<file path="src/rtl/txts_pkg.sv">
package txts_pkg;
    localparam int PORT_W  = 3;
    localparam int TAG_W   = 8;
    localparam int RPT_W   = 32;
    localparam int NSLOT   = 3;
    localparam int PICK_W  = $clog2(NSLOT + 1);

    typedef struct packed {
        logic [PORT_W-1:0] port;
        logic [TAG_W-1:0]  tag;
        logic [RPT_W-1:0]  ts;
    } cap_evt_t;
endpackage

</file>
<file path="src/rtl/txts_fifo.sv">
module txts_fifo
    import txts_pkg::*;
#(
    parameter int DEPTH = 8,
    parameter int LANES = 3
) (
    input  logic                          clk,
    input  logic                          rst_n,
    input  logic [LANES-1:0]              in_valid,
    input  cap_evt_t [LANES-1:0]          in_evt,
    input  logic [PICK_W-1:0]             pop_n,
    output cap_evt_t [NSLOT-1:0]          head,
    output logic [$clog2(DEPTH+1)-1:0]    count,
    output logic                          drop
);
    localparam int PW = $clog2(DEPTH);
    localparam int CW = $clog2(DEPTH + 1);
    localparam int RW = $clog2(LANES + 1);

    cap_evt_t          mem [DEPTH];
    logic [PW-1:0]     wptr, rptr;
    logic [CW-1:0]     free;
    logic [RW-1:0]     rank [LANES];
    logic [LANES-1:0]  accept;
    logic [RW-1:0]     push_n;
    logic [RW-1:0]     acc;

    assign free = CW'(DEPTH) - count;

    always_comb begin
        acc    = '0;
        push_n = '0;
        drop   = 1'b0;
        for (int i = 0; i < LANES; i++) begin
            rank[i]   = acc;
            accept[i] = in_valid[i] && (CW'(acc) < free);
            if (in_valid[i]) acc = acc + RW'(1);
            if (accept[i]) push_n = push_n + RW'(1);
            if (in_valid[i] && !accept[i]) drop = 1'b1;
        end
    end

    for (genvar k = 0; k < NSLOT; k++) begin : g_head
        assign head[k] = mem[PW'(rptr + PW'(k))];
    end

    always_ff @(posedge clk) begin
        for (int i = 0; i < LANES; i++) begin
            if (accept[i]) mem[PW'(wptr + PW'(rank[i]))] <= in_evt[i];
        end
    end

    always_ff @(posedge clk) begin
        if (!rst_n) begin
            wptr  <= '0;
            rptr  <= '0;
            count <= '0;
        end else begin
            wptr  <= PW'(wptr + PW'(push_n));
            rptr  <= PW'(rptr + PW'(pop_n));
            count <= count + CW'(push_n) - CW'(pop_n);
        end
    end

    // the packer never takes more entries than are queued
    p_pop_le_count_r4: assert property (@(posedge clk) disable iff (!rst_n)
        CW'(pop_n) <= count);
    // occupancy never exceeds the queue depth
    p_count_cap_r9: assert property (@(posedge clk) disable iff (!rst_n)
        count <= CW'(DEPTH));
endmodule

</file>
<file path="src/rtl/txts_packer.sv">
module txts_packer
    import txts_pkg::*;
#(
    parameter int CW = 4
) (
    input  cap_evt_t [NSLOT-1:0] head,
    input  logic [CW-1:0]        count,
    output logic [NSLOT-1:0]     slot_vld,
    output logic [PICK_W-1:0]    pop_n
);
    always_comb begin
        pop_n = '0;
        for (int k = 0; k < NSLOT; k++) begin
            if (k == 0) slot_vld[k] = (count != '0);
            else        slot_vld[k] = slot_vld[k-1] && (count > CW'(k))
                                      && (head[k].port == head[0].port);
            if (slot_vld[k]) pop_n = pop_n + PICK_W'(1);
        end
    end
endmodule

</file>
<file path="src/rtl/txts_report_reg.sv">
module txts_report_reg
    import txts_pkg::*;
(
    input  logic                        clk,
    input  logic                        rst_n,
    input  cap_evt_t [NSLOT-1:0]        head,
    input  logic [NSLOT-1:0]            slot_vld,
    output logic [PORT_W-1:0]           port_q,
    output logic [NSLOT-1:0]            vld_q,
    output logic [NSLOT-1:0][TAG_W-1:0] tag_q,
    output logic [NSLOT-1:0][RPT_W-1:0] ts_q
);
    always_ff @(posedge clk) begin
        if (!rst_n) begin
            port_q <= '0;
            vld_q  <= '0;
            tag_q  <= '0;
            ts_q   <= '0;
        end else begin
            port_q <= slot_vld[0] ? head[0].port : '0;
            vld_q  <= slot_vld;
            for (int k = 0; k < NSLOT; k++) begin
                tag_q[k] <= slot_vld[k] ? head[k].tag : '0;
                ts_q[k]  <= slot_vld[k] ? head[k].ts  : '0;
            end
        end
    end

    // slots fill from slot 0 with no gaps
    p_fill_low_first_r3: assert property (@(posedge clk) disable iff (!rst_n)
        vld_q == 3'b000 || vld_q == 3'b001 || vld_q == 3'b011 || vld_q == 3'b111);
    // an idle cycle shows port zero and a quiet slot 0
    p_idle_zero_r8: assert property (@(posedge clk) disable iff (!rst_n)
        vld_q == '0 |-> port_q == '0 && tag_q[0] == '0 && ts_q[0] == '0);
endmodule

</file>
<file path="src/rtl/txts_ovf_fsm.sv">
module txts_ovf_fsm (
    input  logic clk,
    input  logic rst_n,
    input  logic drop,
    input  logic clr,
    output logic flag
);
    typedef enum logic [0:0] {OVF_CLEAN, OVF_SEEN} ovf_state_t;
    ovf_state_t state, state_nx;

    always_comb begin
        state_nx = state;
        unique case (state)
            OVF_CLEAN: if (drop) state_nx = OVF_SEEN;
            OVF_SEEN:  if (clr && !drop) state_nx = OVF_CLEAN;
            default:   state_nx = OVF_CLEAN;
        endcase
    end

    always_ff @(posedge clk) begin
        if (!rst_n) state <= OVF_CLEAN;
        else        state <= state_nx;
    end

    always_comb begin
        unique case (state)
            OVF_SEEN: flag = 1'b1;
            default:  flag = 1'b0;
        endcase
    end

    // any drop raises the flag at the next edge
    p_drop_sets_r9: assert property (@(posedge clk) disable iff (!rst_n)
        drop |=> flag);
    // flag is sticky without a clear
    p_ovf_hold_r10: assert property (@(posedge clk) disable iff (!rst_n)
        flag && !clr |=> flag);
endmodule

</file>
<file path="src/rtl/txts_report_agg.sv">
module txts_report_agg
    import txts_pkg::*;
#(
    parameter int DEPTH  = 8,
    parameter int LANES  = 3,
    parameter int TIME_W = 48
) (
    input  logic                      clk,
    input  logic                      rst_n,
    input  logic [LANES-1:0]          cap_valid,
    input  logic [LANES*PORT_W-1:0]   cap_port,
    input  logic [LANES*TAG_W-1:0]    cap_tag,
    input  logic [LANES*TIME_W-1:0]   cap_time,
    input  logic                      ovf_clr,
    output logic [PORT_W-1:0]         rpt_port,
    output logic [NSLOT-1:0]          rpt_valid,
    output logic [TAG_W-1:0]          rpt_tag_0,
    output logic [TAG_W-1:0]          rpt_tag_1,
    output logic [TAG_W-1:0]          rpt_tag_2,
    output logic [RPT_W-1:0]          rpt_ts_0,
    output logic [RPT_W-1:0]          rpt_ts_1,
    output logic [RPT_W-1:0]          rpt_ts_2,
    output logic                      ovf_flag
);
    localparam int CW = $clog2(DEPTH + 1);

    cap_evt_t [LANES-1:0]        in_evt;
    cap_evt_t [NSLOT-1:0]        head;
    logic [CW-1:0]               count;
    logic [NSLOT-1:0]            slot_vld;
    logic [PICK_W-1:0]           pop_n;
    logic                        drop;
    logic [NSLOT-1:0][TAG_W-1:0] tag_q;
    logic [NSLOT-1:0][RPT_W-1:0] ts_q;

    for (genvar i = 0; i < LANES; i++) begin : g_lane
        assign in_evt[i].port = cap_port[i*PORT_W +: PORT_W];
        assign in_evt[i].tag  = cap_tag[i*TAG_W +: TAG_W];
        assign in_evt[i].ts   = cap_time[i*TIME_W +: RPT_W];
    end

    txts_fifo #(.DEPTH(DEPTH), .LANES(LANES)) u_fifo (
        .clk(clk), .rst_n(rst_n), .in_valid(cap_valid), .in_evt(in_evt),
        .pop_n(pop_n), .head(head), .count(count), .drop(drop)
    );

    txts_packer #(.CW(CW)) u_pack (
        .head(head), .count(count), .slot_vld(slot_vld), .pop_n(pop_n)
    );

    txts_report_reg u_rpt (
        .clk(clk), .rst_n(rst_n), .head(head), .slot_vld(slot_vld),
        .port_q(rpt_port), .vld_q(rpt_valid), .tag_q(tag_q), .ts_q(ts_q)
    );

    txts_ovf_fsm u_ovf (
        .clk(clk), .rst_n(rst_n), .drop(drop), .clr(ovf_clr), .flag(ovf_flag)
    );

    assign rpt_tag_0 = tag_q[0];
    assign rpt_tag_1 = tag_q[1];
    assign rpt_tag_2 = tag_q[2];
    assign rpt_ts_0  = ts_q[0];
    assign rpt_ts_1  = ts_q[1];
    assign rpt_ts_2  = ts_q[2];
endmodule

</file>
<file path="config.mk">
export PLATFORM = sky130hd
export DESIGN_NAME = txts_report_agg
export DESIGN_NICKNAME = d
export VERILOG_FILES = /design/src/rtl/txts_pkg.sv /design/src/rtl/txts_fifo.sv /design/src/rtl/txts_packer.sv /design/src/rtl/txts_report_reg.sv /design/src/rtl/txts_ovf_fsm.sv /design/src/rtl/txts_report_agg.sv
export SDC_FILE = /design/constraint.sdc
export NUM_CORES = 1
export LEC_CHECK = 0
export ABC_CLOCK_PERIOD_IN_PS = 8010
export BUFFER_PORTS_ARGS = -buffer_cell sky130_fd_sc_hd__buf_2
export CORE_MARGIN = 3
export CORE_UTILIZATION = 35
export CTS_BUF_LIST = sky130_fd_sc_hd__clkbuf_8 sky130_fd_sc_hd__clkbuf_16
export CTS_CLUSTER_DIAMETER = 30
export DETAILED_ROUTE_END_ITERATION = 10
export GPL_ROUTABILITY_DRIVEN = 0
export PLACE_DENSITY = 0.55
export SLEW_MARGIN = 15
export SYNTH_ARGS = -nofsm -noshare
export SYNTH_HDL_FRONTEND = slang
export SYNTH_HIERARCHICAL = 1
export SYNTH_SLANG_ARGS = --single-unit
</file>
<file path="constraint.sdc">
create_clock -name clk -period 8.01 [get_ports clk]
set_input_delay 1.2015 -clock clk [delete_from_list [all_inputs] [get_ports clk]]
set_output_delay 1.2015 -clock clk [all_outputs]
set_load 0.005 [all_outputs]
</file>
==> results.md <==
- Status: finished, final reports clean
- CTS tree: done
- TNS Setup: 0 ns
- Register area share after synthesis: 45.2%
- Post-synth ARST share: 0%
- Cells along the critical path: ha_4 > mux4_2 > mux2_2 > xor2_1 > nor4_4 > buf_4 > inv_1 > ha_1 > mux2i_1 > fa_1 > inv_1 > ha_1 > a21o_1 > a21oi_1 > xnor2_1 > and2_1
- Cell area after synthesis: 28900 um2
- Worst EP required: about 8.6 ns
- Crit-path max FO: between 50 and 60
- Yosys warnings: 6
- Num Clock Sinks: roughly 480
- Top cells by area, synth: edfxtp_1 (36%), mux4_2 (10%), dfxtp_1 (9.5%)
- Post-CTS setup buffers: 0
- I/O Pins: 310
- Die Span Y: 293 um
- Synth area leader: edfxtp_1
- Crit Path Class: reg2reg
- Clk buf depth: 3
- Largest net degree at the start of global routing: approximately 190
- PortBufs: 261
- DIE WIDTH: 293 um
- # DRC: 0
- Hold_buf cts: 0
- Wire per inst: 27.5 um
- WP data arrival: about 6.1 ns
- Core area: 81200 um2
- MaxCap Viol Count: 0
- Mean area per synthesized cell: 10.3 um2
- Hold Slack: between 0.6 and 0.7 ns
- Slowest cell on the critical path: dfxtp_4
- Dominant synthesized flop cell: edfxtp_1
- Tcrit/Tclk final: 69.6%
- Final Routed Wirelength: approximately 110 mm
- Clk_lat worst skew: 0.68 ns
- Crit path capture type: register
- First-pass GRT wire length: between 150 and 200 mm
- Via/cell ratio: 6.11
- Peak supply drop: between 0.0003 and 0.0004 V
- EDFF count, synth: 344
- Share of cells above drive strength 1: around 28%
- HPWL Detailed: 65.2 mm
- #FFs+latches synth: ~480
- Nets: 3092
- F_max: around 0.18 GHz
- Worst hold path class: reg2reg
- First DRT Iteration DRCs: 2439
- Yosys cell types: between 50 and 60
- Vias in the first global route: 25.1k
- Htree depth: 3
- Total power divided by cell area: 478 nW/um2
- Final Cell Area: 35100 um2
- Max incr delay on CP: 0.93 ns
- Initial core utilization: 35.6%
- Die area: 86100 um2
- Syn Inst Count: 2799
- RSZ-0062 raised after global routing: false
- Hold Vio Cnt, Final: 0
- Max-Slew Margin vs Limit: 20.2%
- # fillers: around 7.6k
- Placed cell area: 30800 um2
- Clk slew on worst S/H paths: roughly 0.040 ns
- Crit start category: register
- DRT Pass-1 Iters: 6
- Post-CTS sizing: 0
- Synth-to-Final Area Change: 21.3%
- Leak: about 0.013 uW
- Worst slew pin tran: 1.20 ns
- Post-detailed-route count of antenna-violating nets: 0
- Slew Viols, Final: 0
- Final min period: 5.58 ns
- Total grt overflow: 0
- Clock skew: 0.0299 ns
- Routed vias: 24.9k
- Synth top area share: 35.7%
- Overall Global Routing Usage: 25.4%
- Clock root buffer: clkbuf_16
- Synthesized Nets: 3005
- Antenna violations before repair: 40
- Num CTS Buffers: about 120
- Row count: 104
- Setup-failing EPs final: 0
through the flow:
| step | total power (uW) | instances | util (%) | worst slack, ns |
|---|---|---|---|---|
| final | 16800 | 4081 | 43.2 | 2.43 |
| after global routing | 17500 | 4073 | 43.2 | 2.00 |
| after CTS | 16700 | 4055 | 43.1 | 2.32 |
| after detailed placement | 11800 | 3823 | 38.0 | 2.35 |
| after global placement | 11700 | 3823 | 38.0 | 2.36 |
| after floorplan | 9300 | 2799 | - | 0.852 |
power breakdown:
part | internal (uW) | switching (uW)
combinational | 3050 | 4560
clock | 3270 | 1600
sequential | 3830 | 451
routing by layer:
metal	GRT usage (%)	part of all wire, %
met1	30.7	37
met2	41.5	47
met3	6.76	11
met4	13.9	5.0
met5	0	0.12
cells in the final DEF (no fill, tap or decap), drive strengths merged, types with 2 or more instances in the layout:
master and n:
nand2 181, nand2b 4, o311ai 10, mux2 129
nor4 3, xor2 10, o21a 2, nor2b 6
buf 325, edfxtp 344, dfxtp 137, o21ai 92
mux4 129, mux2i 44, a32oi 173, o211ai 14
a21boi 2, fa 5, a21oi 390, a2bb2oi 172
xnor2 8, ha 18, inv 53, clkinv 47
clkbuf 131, and3 123, clkinvlp 14, nor2 396
bufinv 11, and2 15, diode 26
synth_stat cells (all sizes together), types with 2 or more instances:
cell / count
o311ai: 10
o21ai: 92
mux2i: 44
dfxtp: 137
a2bb2oi: 172
nor2: 396
fa: 5
inv: 23
xnor2: 8
edfxtp: 344
o211ai: 14
nand2: 181
o21a: 2
buf: 151
and2: 15
mux2: 129
xor2: 10
and3: 123
nor4: 3
a21oi: 390
nand2b: 4
clkbuf: 210
a21boi: 2
nor2b: 6
ha: 18
a32oi: 173
mux4: 129
layout make-up:
class / instances / area, um2 / share of cell area [%]
multi-input cells: 1933 / 14500 / 41.4
flip-flops and latches: 481 / 13100 / 37.3
clock buffers: 131 / 3240 / 9.25
repair buffers: 325 / 1800 / 5.14
well taps: 1060 / 1330 / 3.78
clock inverters: 101 / 920 / 2.62
inverters: 24 / 92.6 / 0.264
diodes: 26 / 65.1 / 0.186
critical path: cells and delay by family, from the launching register on:
kind	cells	cell delay (ns)
AO/OA/AOI/OAI	2	0.36
flip-flops	1	0.93
adder cells (fa/ha/maj)	4	1.66
AND/OR/NAND/NOR	2	0.44
multiplexers	3	0.93
buffers and inverters	3	0.85
XOR/XNOR	2	0.28
registers in the layout, indices dropped and copies added (netlist names):
| signal | flops |
|---|---|
| u_rpt/vld_q | 3 |
| u_fifo/wptr | 3 |
| u_rpt/tag_q | 24 |
| u_fifo/rptr | 3 |
| u_rpt/ts_q | 96 |
| u_fifo/mem | 344 |
| u_rpt/port_q | 3 |
| u_ovf/state | 1 |
| u_fifo/count | 4 |
cells by family after synthesis:
logic type               after synthesis  share of synthesized area [%]
AND/OR/NAND/NOR                      730                           10.9
buffers and inverters                385                           5.56
XOR/XNOR                              18                          0.545
AO/OA/AOI/OAI                        860                           20.1
adder cells (fa/ha/maj)               23                           1.13
multiplexers                         302                           16.6
flip-flops                           481                           45.2
worst paths after layout:
check        depth (start not counted)  slack (ns)      startpoint         endpoint
max                                 16        2.43  u_fifo/rptr[0]  u_fifo/count[3]
min                                  2        0.61     u_ovf/state      u_ovf/state
min reg2reg                          2        0.61     u_ovf/state      u_ovf/state
max reg2reg                         16        2.43  u_fifo/rptr[0]  u_fifo/count[3]
No activity file was read; power rests on OpenSTA's default activity.
